## config.mk

```make
export PLATFORM = sky130hd
export DESIGN_NAME = fetch_line_ctrl
export DESIGN_NICKNAME = d
export VERILOG_FILES = /design/src/rtl/fetch_line_pkg.sv /design/src/rtl/fetch_line_ctl.sv /design/src/rtl/fetch_line_dp.sv /design/src/rtl/fetch_line_ctrl.sv
export SDC_FILE = /design/constraint.sdc
export NUM_CORES = 1
export LEC_CHECK = 0
export BUFFER_PORTS_ARGS = -buffer_cell sky130_fd_sc_hd__buf_4
export CELL_PAD_IN_SITES_DETAIL_PLACEMENT = 0
export CELL_PAD_IN_SITES_GLOBAL_PLACEMENT = 1
export CORE_AREA = 2 2 127 253
export DETAILED_ROUTE_END_ITERATION = 6
export DIE_AREA = 0 0 129 255
export GPL_TIMING_DRIVEN = 0
export PLACE_DENSITY = 0.8
export SETUP_SLACK_MARGIN = 0.1
export SYNTH_ARGS = -nofsm -noshare
export SYNTH_HDL_FRONTEND = slang
export SYNTH_SLANG_ARGS = --single-unit
```

## constraint.sdc

```tcl
create_clock -name clk -period 16.49 [get_ports clk]
set_input_delay 2.4735 -clock clk [delete_from_list [all_inputs] [get_ports clk]]
set_output_delay 2.4735 -clock clk [all_outputs]
set_load 0.005 [all_outputs]
```

## src/rtl/fetch_line_pkg.sv

```systemverilog
package fetch_line_pkg;
  parameter int NUM_THREADS = 2;
  parameter int ADDR_W      = 32;
  parameter int LINE_BYTES  = 16;
  parameter int CNT_W       = 8;

  localparam int TID_W  = (NUM_THREADS > 1) ? $clog2(NUM_THREADS) : 1;
  localparam int TAG_W  = TID_W + 1;
  localparam int OFF_W  = $clog2(LINE_BYTES);
  localparam int HI_W   = ADDR_W - OFF_W;
  localparam int LINE_W = LINE_BYTES * 8;

  typedef enum logic [2:0] {
    ST_RUN        = 3'd0,
    ST_WAIT_RETRY = 3'd1,
    ST_WAIT_RESP  = 3'd2,
    ST_DONE       = 3'd3,
    ST_BLOCKED    = 3'd4
  } thr_state_e;

  // strobes from control to datapath, valid for one cycle
  typedef struct packed {
    logic newMiss;    // issue a fresh line read for fetchTid
    logic resend;     // drive the parked request onto the memory port
    logic slotLoad;   // park the fresh request (refused)
    logic slotClear;  // empty the retry slot
    logic setBlocked;
    logic clrBlocked;
    logic fill;       // store response into its thread's buffer
    logic drop;       // response discarded
  } ctl_strobe_t;
endpackage

```

## src/rtl/fetch_line_ctl.sv

```systemverilog
module fetch_line_ctl
  import fetch_line_pkg::*;
(
  input  logic                   clk,
  input  logic                   rstN,
  input  logic                   fetchValid,
  input  logic [TID_W-1:0]       fetchTid,
  input  logic [1:0]             pcLow,
  input  logic                   intPending,
  input  logic [NUM_THREADS-1:0] stallIn,
  input  logic [NUM_THREADS-1:0] squashIn,
  input  logic                   memReqAccept,
  input  logic                   memRetry,
  input  logic                   memRespValid,
  input  logic [TAG_W-1:0]       memRespTag,
  input  logic                   hitNow,
  input  logic                   respSeqOk,
  input  logic                   slotValid,
  input  logic [TID_W-1:0]       slotTid,
  input  logic                   cacheBlocked,
  output ctl_strobe_t            strb,
  output logic                   fetchHit,
  output thr_state_e             stateVec [NUM_THREADS]
);

  thr_state_e stateQ [NUM_THREADS];
  logic [TID_W-1:0] respTid;
  logic fetchTry, resendGo, fillGo;
  logic [NUM_THREADS-1:0] waitRetryVec;

  assign respTid = memRespTag[TAG_W-1:1];

  always_comb begin
    fetchTry = fetchValid
            && (stateQ[fetchTid] == ST_RUN)
            && !stallIn[fetchTid]
            && !squashIn[fetchTid]
            && !cacheBlocked
            && !(intPending && (pcLow == 2'b00));
    resendGo = memRetry && slotValid && !squashIn[slotTid];
    fillGo   = memRespValid
            && (stateQ[respTid] == ST_WAIT_RESP)
            && respSeqOk
            && !squashIn[respTid];

    fetchHit        = fetchTry && hitNow;
    strb.newMiss    = fetchTry && !hitNow;
    strb.slotLoad   = fetchTry && !hitNow && !memReqAccept;
    strb.setBlocked = fetchTry && !hitNow && !memReqAccept;
    strb.resend     = resendGo;
    strb.slotClear  = (resendGo && memReqAccept) || (slotValid && squashIn[slotTid]);
    strb.clrBlocked = memRetry && (!resendGo || memReqAccept);
    strb.fill       = fillGo;
    strb.drop       = memRespValid && !fillGo;
  end

  for (genvar t = 0; t < NUM_THREADS; t++) begin : g_thr
    thr_state_e nxt;
    logic isNew, isResent, isFill;

    always_comb begin
      isNew    = strb.newMiss && (fetchTid == TID_W'(t));
      isResent = resendGo && memReqAccept && (slotTid == TID_W'(t));
      isFill   = fillGo && (respTid == TID_W'(t));
      nxt      = stateQ[t];
      if (squashIn[t]) begin
        nxt = ST_RUN;
      end else if (isFill) begin
        nxt = stallIn[t] ? ST_BLOCKED : ST_DONE;
      end else if (isResent) begin
        nxt = ST_WAIT_RESP;
      end else if (isNew) begin
        nxt = memReqAccept ? ST_WAIT_RESP : ST_WAIT_RETRY;
      end else begin
        case (stateQ[t])
          ST_RUN:     nxt = stallIn[t] ? ST_BLOCKED : ST_RUN;
          ST_DONE:    nxt = stallIn[t] ? ST_BLOCKED : ST_RUN;
          ST_BLOCKED: nxt = stallIn[t] ? ST_BLOCKED : ST_RUN;
          ST_WAIT_RETRY, ST_WAIT_RESP: nxt = stateQ[t];
          default:    nxt = ST_RUN;
        endcase
      end
    end

    always_ff @(posedge clk or negedge rstN) begin
      if (!rstN) stateQ[t] <= ST_RUN;
      else       stateQ[t] <= nxt;
    end

    assign waitRetryVec[t] = (stateQ[t] == ST_WAIT_RETRY);
    assign stateVec[t]     = stateQ[t];

    // a squash always leaves the thread running
    a_r8_squash_to_run: assert property (@(posedge clk) disable iff (!rstN)
      squashIn[t] |=> (stateQ[t] == ST_RUN));

    // a running stalled thread becomes blocked
    a_r10_stall_blocks: assert property (@(posedge clk) disable iff (!rstN)
      (stateQ[t] == ST_RUN) && stallIn[t] && !squashIn[t] |=> (stateQ[t] == ST_BLOCKED));
  end

  // the single retry slot means at most one thread waits for retry
  a_r4_single_retry_waiter: assert property (@(posedge clk) disable iff (!rstN)
    $onehot0(waitRetryVec));

  // no fresh request from a stalled thread
  a_r10_no_fetch_stalled: assert property (@(posedge clk) disable iff (!rstN)
    fetchValid && stallIn[fetchTid] |-> !strb.newMiss);

endmodule

```

## src/rtl/fetch_line_dp.sv

```systemverilog
module fetch_line_dp
  import fetch_line_pkg::*;
(
  input  logic                   clk,
  input  logic                   rstN,
  input  ctl_strobe_t            strb,
  input  logic [TID_W-1:0]       fetchTid,
  input  logic [ADDR_W-1:0]      fetchPc,
  input  logic [TAG_W-1:0]       memRespTag,
  input  logic [LINE_W-1:0]      memRespData,
  output logic                   hitNow,
  output logic                   respSeqOk,
  output logic                   slotValid,
  output logic [TID_W-1:0]       slotTid,
  output logic                   cacheBlocked,
  output logic                   memReqValid,
  output logic [ADDR_W-1:0]      memReqAddr,
  output logic [TAG_W-1:0]       memReqTag,
  output logic [NUM_THREADS-1:0] lineValid,
  output logic [LINE_W-1:0]      lineRdData,
  output logic [CNT_W-1:0]       dropCount
);

  logic [LINE_W-1:0]      lineData [NUM_THREADS];
  logic [HI_W-1:0]        lineTag  [NUM_THREADS];
  logic [NUM_THREADS-1:0] lineValidQ;
  logic [NUM_THREADS-1:0] seqQ;
  logic                   slotValidQ;
  logic [TID_W-1:0]       slotTidQ;
  logic [HI_W-1:0]        slotHiQ;
  logic                   blockedQ;
  logic [CNT_W-1:0]       dropCountQ;
  logic [HI_W-1:0]        fetchHi;
  logic [TID_W-1:0]       respTid;
  logic                   unusedPcBits;

  assign fetchHi      = fetchPc[ADDR_W-1:OFF_W];
  assign unusedPcBits = ^fetchPc[OFF_W-1:0];
  assign respTid      = memRespTag[TAG_W-1:1];

  assign hitNow     = lineValidQ[fetchTid] && (lineTag[fetchTid] == fetchHi);
  assign respSeqOk  = (memRespTag[0] == seqQ[respTid]);
  assign lineRdData = lineData[fetchTid];

  always_comb begin
    memReqValid = strb.newMiss || strb.resend;
    if (strb.resend) begin
      memReqAddr = {slotHiQ, {OFF_W{1'b0}}};
      memReqTag  = {slotTidQ, seqQ[slotTidQ]};
    end else begin
      memReqAddr = {fetchHi, {OFF_W{1'b0}}};
      memReqTag  = {fetchTid, ~seqQ[fetchTid]};
    end
  end

  for (genvar t = 0; t < NUM_THREADS; t++) begin : g_buf
    logic missHere, fillHere;
    assign missHere = strb.newMiss && (fetchTid == TID_W'(t));
    assign fillHere = strb.fill && (respTid == TID_W'(t));

    always_ff @(posedge clk or negedge rstN) begin
      if (!rstN) begin
        lineValidQ[t] <= 1'b0;
        seqQ[t]       <= 1'b0;
        lineTag[t]    <= '0;
      end else if (missHere) begin
        lineValidQ[t] <= 1'b0;
        seqQ[t]       <= ~seqQ[t];
        lineTag[t]    <= fetchHi;
      end else if (fillHere) begin
        lineValidQ[t] <= 1'b1;
      end
    end

    always_ff @(posedge clk) begin
      if (fillHere) lineData[t] <= memRespData;
    end

    // a buffer only turns valid right after a taken response for it
    a_r6_valid_from_fill: assert property (@(posedge clk) disable iff (!rstN)
      $rose(lineValidQ[t]) |-> $past(strb.fill) && ($past(respTid) == TID_W'(t)));
  end

  always_ff @(posedge clk or negedge rstN) begin
    if (!rstN) begin
      slotValidQ <= 1'b0;
      slotTidQ   <= '0;
      slotHiQ    <= '0;
      blockedQ   <= 1'b0;
      dropCountQ <= '0;
    end else begin
      if (strb.slotLoad) begin
        slotValidQ <= 1'b1;
        slotTidQ   <= fetchTid;
        slotHiQ    <= fetchHi;
      end else if (strb.slotClear) begin
        slotValidQ <= 1'b0;
      end
      if (strb.setBlocked)      blockedQ <= 1'b1;
      else if (strb.clrBlocked) blockedQ <= 1'b0;
      if (strb.drop) dropCountQ <= dropCountQ + CNT_W'(1);
    end
  end

  assign slotValid    = slotValidQ;
  assign slotTid      = slotTidQ;
  assign cacheBlocked = blockedQ;
  assign lineValid    = lineValidQ;
  assign dropCount    = dropCountQ;

  // while blocked only the parked request may use the port
  a_r4_blocked_quiet: assert property (@(posedge clk) disable iff (!rstN)
    blockedQ && !strb.resend |-> !memReqValid);

  // a fresh miss invalidates its buffer
  a_r3_miss_invalidates: assert property (@(posedge clk) disable iff (!rstN)
    strb.newMiss |=> !lineValidQ[$past(fetchTid)]);

  // each dropped response bumps the counter once
  a_r7_drop_counts: assert property (@(posedge clk) disable iff (!rstN)
    strb.drop |=> dropCountQ == $past(dropCountQ) + CNT_W'(1));

  // a parked request exists only while blocked
  a_r5_slot_implies_blocked: assert property (@(posedge clk) disable iff (!rstN)
    slotValidQ |-> blockedQ);

endmodule

```

## src/rtl/fetch_line_ctrl.sv

```systemverilog
module fetch_line_ctrl
  import fetch_line_pkg::*;
(
  input  logic                     clk,
  input  logic                     rstN,
  input  logic                     fetchValid,
  input  logic [TID_W-1:0]         fetchTid,
  input  logic [ADDR_W-1:0]        fetchPc,
  input  logic                     intPending,
  input  logic [NUM_THREADS-1:0]   stallIn,
  input  logic [NUM_THREADS-1:0]   squashIn,
  output logic                     memReqValid,
  output logic [ADDR_W-1:0]        memReqAddr,
  output logic [TAG_W-1:0]         memReqTag,
  input  logic                     memReqAccept,
  input  logic                     memRetry,
  input  logic                     memRespValid,
  input  logic [TAG_W-1:0]         memRespTag,
  input  logic [LINE_W-1:0]        memRespData,
  output logic                     fetchHit,
  output logic [LINE_W-1:0]        lineRdData,
  output logic [NUM_THREADS-1:0]   lineValid,
  output logic [3*NUM_THREADS-1:0] threadState,
  output logic                     cacheBlocked,
  output logic [CNT_W-1:0]         dropCount
);

  ctl_strobe_t      strb;
  logic             hitNow, respSeqOk, slotValid;
  logic [TID_W-1:0] slotTid;
  thr_state_e       stateVec [NUM_THREADS];

  fetch_line_ctl u_ctl (
    .clk          (clk),
    .rstN         (rstN),
    .fetchValid   (fetchValid),
    .fetchTid     (fetchTid),
    .pcLow        (fetchPc[1:0]),
    .intPending   (intPending),
    .stallIn      (stallIn),
    .squashIn     (squashIn),
    .memReqAccept (memReqAccept),
    .memRetry     (memRetry),
    .memRespValid (memRespValid),
    .memRespTag   (memRespTag),
    .hitNow       (hitNow),
    .respSeqOk    (respSeqOk),
    .slotValid    (slotValid),
    .slotTid      (slotTid),
    .cacheBlocked (cacheBlocked),
    .strb         (strb),
    .fetchHit     (fetchHit),
    .stateVec     (stateVec)
  );

  fetch_line_dp u_dp (
    .clk          (clk),
    .rstN         (rstN),
    .strb         (strb),
    .fetchTid     (fetchTid),
    .fetchPc      (fetchPc),
    .memRespTag   (memRespTag),
    .memRespData  (memRespData),
    .hitNow       (hitNow),
    .respSeqOk    (respSeqOk),
    .slotValid    (slotValid),
    .slotTid      (slotTid),
    .cacheBlocked (cacheBlocked),
    .memReqValid  (memReqValid),
    .memReqAddr   (memReqAddr),
    .memReqTag    (memReqTag),
    .lineValid    (lineValid),
    .lineRdData   (lineRdData),
    .dropCount    (dropCount)
  );

  for (genvar t = 0; t < NUM_THREADS; t++) begin : g_state
    assign threadState[3*t +: 3] = stateVec[t];
  end

endmodule

```

---- After elaboration in Yosys (flattened, before gate mapping) ----
Memory sizes are Yosys's and may differ from the RTL's.
Cells that the tools add are included.
storage, ports and cells
  flip-flop bits (word level) ............. 105
  bits in latches ......................... 0
  bits in writable memories ............... 256
  bits in read-only memories .............. 0
  bits of input ports ..................... 174
  output and inout bits ................... 181
  memories kept ........................... 1
memories
  memory         depth  bits a word  rd ports  clocked after memory_dff  write ports  RTL line             RTL
  u_dp.lineData  2      128          1         0                         1            fetch_line_dp.sv:24  logic [LINE_W-1:0] lineData [NUM_THREADS];
cells by class
  add/subtract/negate cells ............... 1
  $mul .................................... 0
  div/mod/pow operators ................... 0
  magnitude comparators ................... 5
  equality and inequality tests ........... 13
  shift operators ......................... 0
  mux-type cells .......................... 57
  bitwise operators ....................... 8
  reductions and logical operators ........ 51
operator list
  operator                                                     count
  2-to-1 mux 128 bit                                           1
  OR reduction 128 bit                                         1
  2-to-1 mux 28 bit                                            3
  2-to-1 mux 3 bit                                             18
  2-to-1 mux 32 bit                                            1
  2-to-1 mux 1 bit                                             30
  equality test 28 bit                                         1
  logical AND 1 bit                                            25
  equality test 3 x 2 -> 1 bit (second input constant)         5
  one-hot mux 3 bit (2 select lines)                           2
  zero test 1 bit                                              10
  != test 5 x 2 -> 1 bit (second input constant)               2
  zero test 3 bit                                              3
  adder 8 x 1 -> 8 bit (second input constant)                 1
  nonzero test 2 bit                                           4
  equality test 3 x 1 -> 1 bit (second input constant)         2
  equality test 3 bit (second input constant)                  2
  less-than comparator 1 x 2 -> 1 bit (second input constant)  3
  inverter 1 bit                                               6
  OR reduction 3 bit                                           2
  >= comparator 2 bit (second input constant)                  2
  2-to-1 mux 2 bit                                             2
  inverter 1 -> 2 bit                                          2
  OR reduction 2 bit                                           2
  other kinds (3)                                              5

---- Logic depth before layout (Yosys ltp) ----
  word-level depth ........................ 16
  mapped depth ............................ 10

---- Hierarchy ----
A second synthesis with hierarchy kept.
second synthesis, totals
  cells, all modules ...................... 805
  area total of the unflattened synthesis .. 14531.4 um2
by module, submodules not included
  module          times used  cells an instance  area an instance (um2)  sequential area each (um2)
  fetch_line_dp   1           738                13947.1                 10164.7
  fetch_line_ctl  1           67                 584.3                   150.1

---- Least setup slack after synthesis ----
No wires, ideal clock.
  kind .................................... in2reg
  from .................................... in squashIn[0]
  to ...................................... reg u_ctl.stateQ (netlist bit u_ctl.stateVec[3])
  setup time .............................. 140 ps
  arrival ................................. 9239 ps
  slack ................................... 7111 ps
  stages .................................. 6
  cells stage by stage .................... nor3_1 > nand4b_1 > nor2_1 > a21oi_1 > nand3_1 > o22ai_1
on the way
  elaborated cells on any way between the ends .. 24
  those cells by class .................... eq/ne: 1; mux: 10; reduce/logical: 13
RTL lines
  item                                                    RTL line               RTL
  start: declaration                                      fetch_line_ctrl.sv:11  input logic [NUM_THREADS-1:0] squashIn,
  2-to-1 mux 1 bit (not written as such) * (2 in series)  fetch_line_ctl.sv:44   && !squashIn[respTid];
  zero test 1 bit *                                       fetch_line_ctl.sv:44
  logical AND 1 bit *                                     fetch_line_ctl.sv:44
  logical AND 1 bit *                                     fetch_line_ctl.sv:64   isFill = fillGo && (respTid == TID_W'(t));
  net u_ctl.g_thr[0].isFill                               fetch_line_ctl.sv:59   logic isNew, isResent, isFill;
  2-to-1 mux 3 bit                                        fetch_line_ctl.sv:68   end else if (isFill) begin
  2-to-1 mux 3 bit                                        fetch_line_ctl.sv:66   if (squashIn[t]) begin
  end signal: indexed assignment                          fetch_line_ctl.sv:87   else stateQ[t] <= nxt;
  end: declaration                                        fetch_line_ctl.sv:26   thr_state_e stateQ [NUM_THREADS];
Mark *: on every way through the listed nets, which the timed path passes. The rest lies on a longest branch. The select of a mux whose other input is x is not followed.
A chain may end at the register's enable or synchronous reset.

---- Final worst setup path ----
  from .................................... in fetchTid
  to ...................................... out memReqTag[0]
on the way
  word-level cells in the longest chain between the ends .. 4
RTL lines
  item                                                  RTL line               RTL
  start: declaration                                    fetch_line_ctrl.sv:7   input logic [TID_W-1:0] fetchTid,
  2-to-1 mux 1 bit (not written as such) (2 in series)  fetch_line_dp.sv:52    memReqTag = {fetchTid, ~seqQ[fetchTid]};
  inverter 1 bit                                        fetch_line_dp.sv:52
  2-to-1 mux 2 bit                                      fetch_line_dp.sv:47    if (strb.resend) begin
  end: declaration                                      fetch_line_ctrl.sv:14  output logic [TAG_W-1:0] memReqTag,
No other way between the ends. The select of a mux whose other input is x is not followed.

==> reports/qor.yml <==
status: "completed"
drc: 0
syn_to_final_growth_pct: 30.37
cap_violations: 0
synth_flop_cell: "edfxtp_1"
relSlewSlack: 0.4668
boundaryPins: 355
die_h_um: 255
hp-class: "reg -> reg"
hpwl_um: 23570
hold_depth: 1
critPathKind: "in -> out"
period_share: 0.4335
cp_max_fo: 10
async_reset_ff_frac: 0.2909
cts_tree: "yes"
syn_inst: 811
yosysWarnings: 0
synth-edff-count: 256
crit_path_start_kind: "primary input"
drive_gt1_frac: 0.5321
drt-initial-drc-count: 322
path_clk_slew_ps: 60
synth.avg_cell_area_um2: 18.13
cts-root-buf: "clkbuf_16"
portBuffers: 347
grt_pass1_wl_um: 49440
syn-cell-area_mm2: 0.01471
cts_resized: 0
routabilityCongestion: 0.8468
final_cell_area_mm2: 0.01917
ir_drop_mv: 0.08439
worstMarginPinSlew_ps: 796.3
hold_buffers: 0
drv_slew: 0
clock_latency_ps: 520
fin_crit_ps: 7148
max_freq_ghz: 0.1399
wl_um: 32580
final_common_cell: "buf_4"
hold_violations: 0
fin_setup_tns_ps: 0
most-common-layout-cells: "353 x buf_4, 256 x edfxtp_1, 195 x mux2_2"
dr.pass1.iters: 4
yosysUniqueCellTypes: 47
ys_ff_latch: 361
final_nets: 1383
cp.arrival_ps: 4670
end_kind: "output port"
initial_core_util: 0.4714
clock_skew_ps: 21.38
power_density_mw_per_mm2: 111.7
grt_max_degree: 106
antenna_left: 0
vias_per_cell: 5.024
numCtsBuffers: 34
post_cts_buffers: 0
grt_pass1_vias: 8901
clockBufferDepth: 3
fill_cells: 2322
row_count: 92
placed_area_mm2: 0.01809
core_mm2: 0.03119
h-tree-depth: 2
r2r_cells: 7
seq_area_frac_synth: 0.7014
required_ps: 14020
p_leak_nw: 7.642
fp.dieW_um: 129
wire_per_inst_um: 19.68
antenna_found_initial: 1
finalSetupViolCount: 0
cts_sinks: 361
grt_overflow: 0
grtUsageTotal: 0.1973
rsz0062_at_grt: "false"
vias: 8320
dieArea_mm2: 0.03290
==> area by class of cell <==
class                   count  area [µm²]  share of cell area
diodes                      2       5.005           0.0002611
plain buffers              34       240.2             0.01253
clock buffers              42       912.1             0.04758
clock inverters            17       133.9            0.006983
inverters                   6       22.52            0.001175
multi-input cells         413        4154              0.2167
flip-flops and latches    361       10310              0.5380
well taps                 423       529.3             0.02761
repair buffers            358        2859              0.1491
==> worst max-delay path, stage by stage <==
cell,delay [ps]
buf_6,140
buf_8,190
buf_6,200
clkbuf_1,550
clkbuf_1,530
mux2i_1,250
nand2_1,70
o21ai_0,100
buf_4,150
==> metal layers <==
layer	track usage	part of all wire	vias to the layer above
met2	0.3217	0.49	321
met3	0.07003	0.095	55
met1	0.2400	0.39	4059
li1	-	-	3885
met4	0.07733	0.033	0
met5	0	0	-
==> power by group <==
group / total (W) / switching (W) / internal [W]
clock: 0.000745 / 0.000321 / 0.000424
combinational: 0.000291 / 0.000116 / 0.000175
sequential: 0.00110 / 0.0000512 / 0.00105
==> synth_stat cells (all sizes together), types with 5 or more instances <==
cell	count	area, µm²
buf	17	176.4
clkbuf	17	63.81
dfrtp	105	2628
edfxtp	256	7687
inv	6	22.52
mux2	242	2826
mux2i	30	300.3
nand2	15	56.30
nand3	7	40.04
nand4	5	31.28
nor2	11	41.29
nor3	6	30.03
nor4	7	88.83
o21ai	7	35.03
xnor2	37	324.1
==> metrics by stage <==
step           total power (W)  setup WS, ps  hold WS (ps)  cells  utilization
6_report              0.002141          9342         473.2   1656       0.6146
5_1_grt               0.002230          9107         491.2   1654       0.6144
4_1_cts               0.002163          9181         475.7   1653       0.6134
3_5_place_dp          0.001415          9183         466.8   1594       0.5799
3_3_place_gp          0.001401          3409         463.1   1584       0.5722
2_1_floorplan         0.001289          7111         463.5    814            -
==> worst paths after layout <==
path | start | endpoint | slack, ps
min in group asynchronous | rstN | u_dp.slotHiQ[19] | 1750
max | fetchTid | memReqTag[0] | 9340
max in group asynchronous | rstN | u_dp.slotHiQ[12] | 14080
min | u_dp.dropCount[7] | u_dp.dropCount[7] | 470
min reg2reg | u_dp.dropCount[7] | u_dp.dropCount[7] | 470
max reg2reg | u_dp.lineTag[21] | u_dp.slotHiQ[22] | 13840
==> logic make-up (layout without fill, tap and decap cells) <==
family	Yosys count	after routing	share of synthesized area
AO/OA/AOI/OAI	27	27	0.01378
XOR/XNOR	41	41	0.02442
adder cells (fa/ha/maj)	1	1	0.0008507
buffers and inverters	40	457	0.01787
flip-flops	361	361	0.7014
multiplexers	272	272	0.2126
other	1	6	0.0002550
AND/OR/NAND/NOR	68	68	0.02876
==> state kept, by name, indices dropped and copies added, names as in the netlist, 2 cells and up <==
signal          cells
u_ctl.stateVec      6
u_dp.dropCount      8
u_dp.lineData     256
u_dp.lineTag       56
u_dp.lineValid      2
u_dp.seqQ           2
u_dp.slotHiQ       28
No activity file was read; power rests on OpenSTA's default activity.
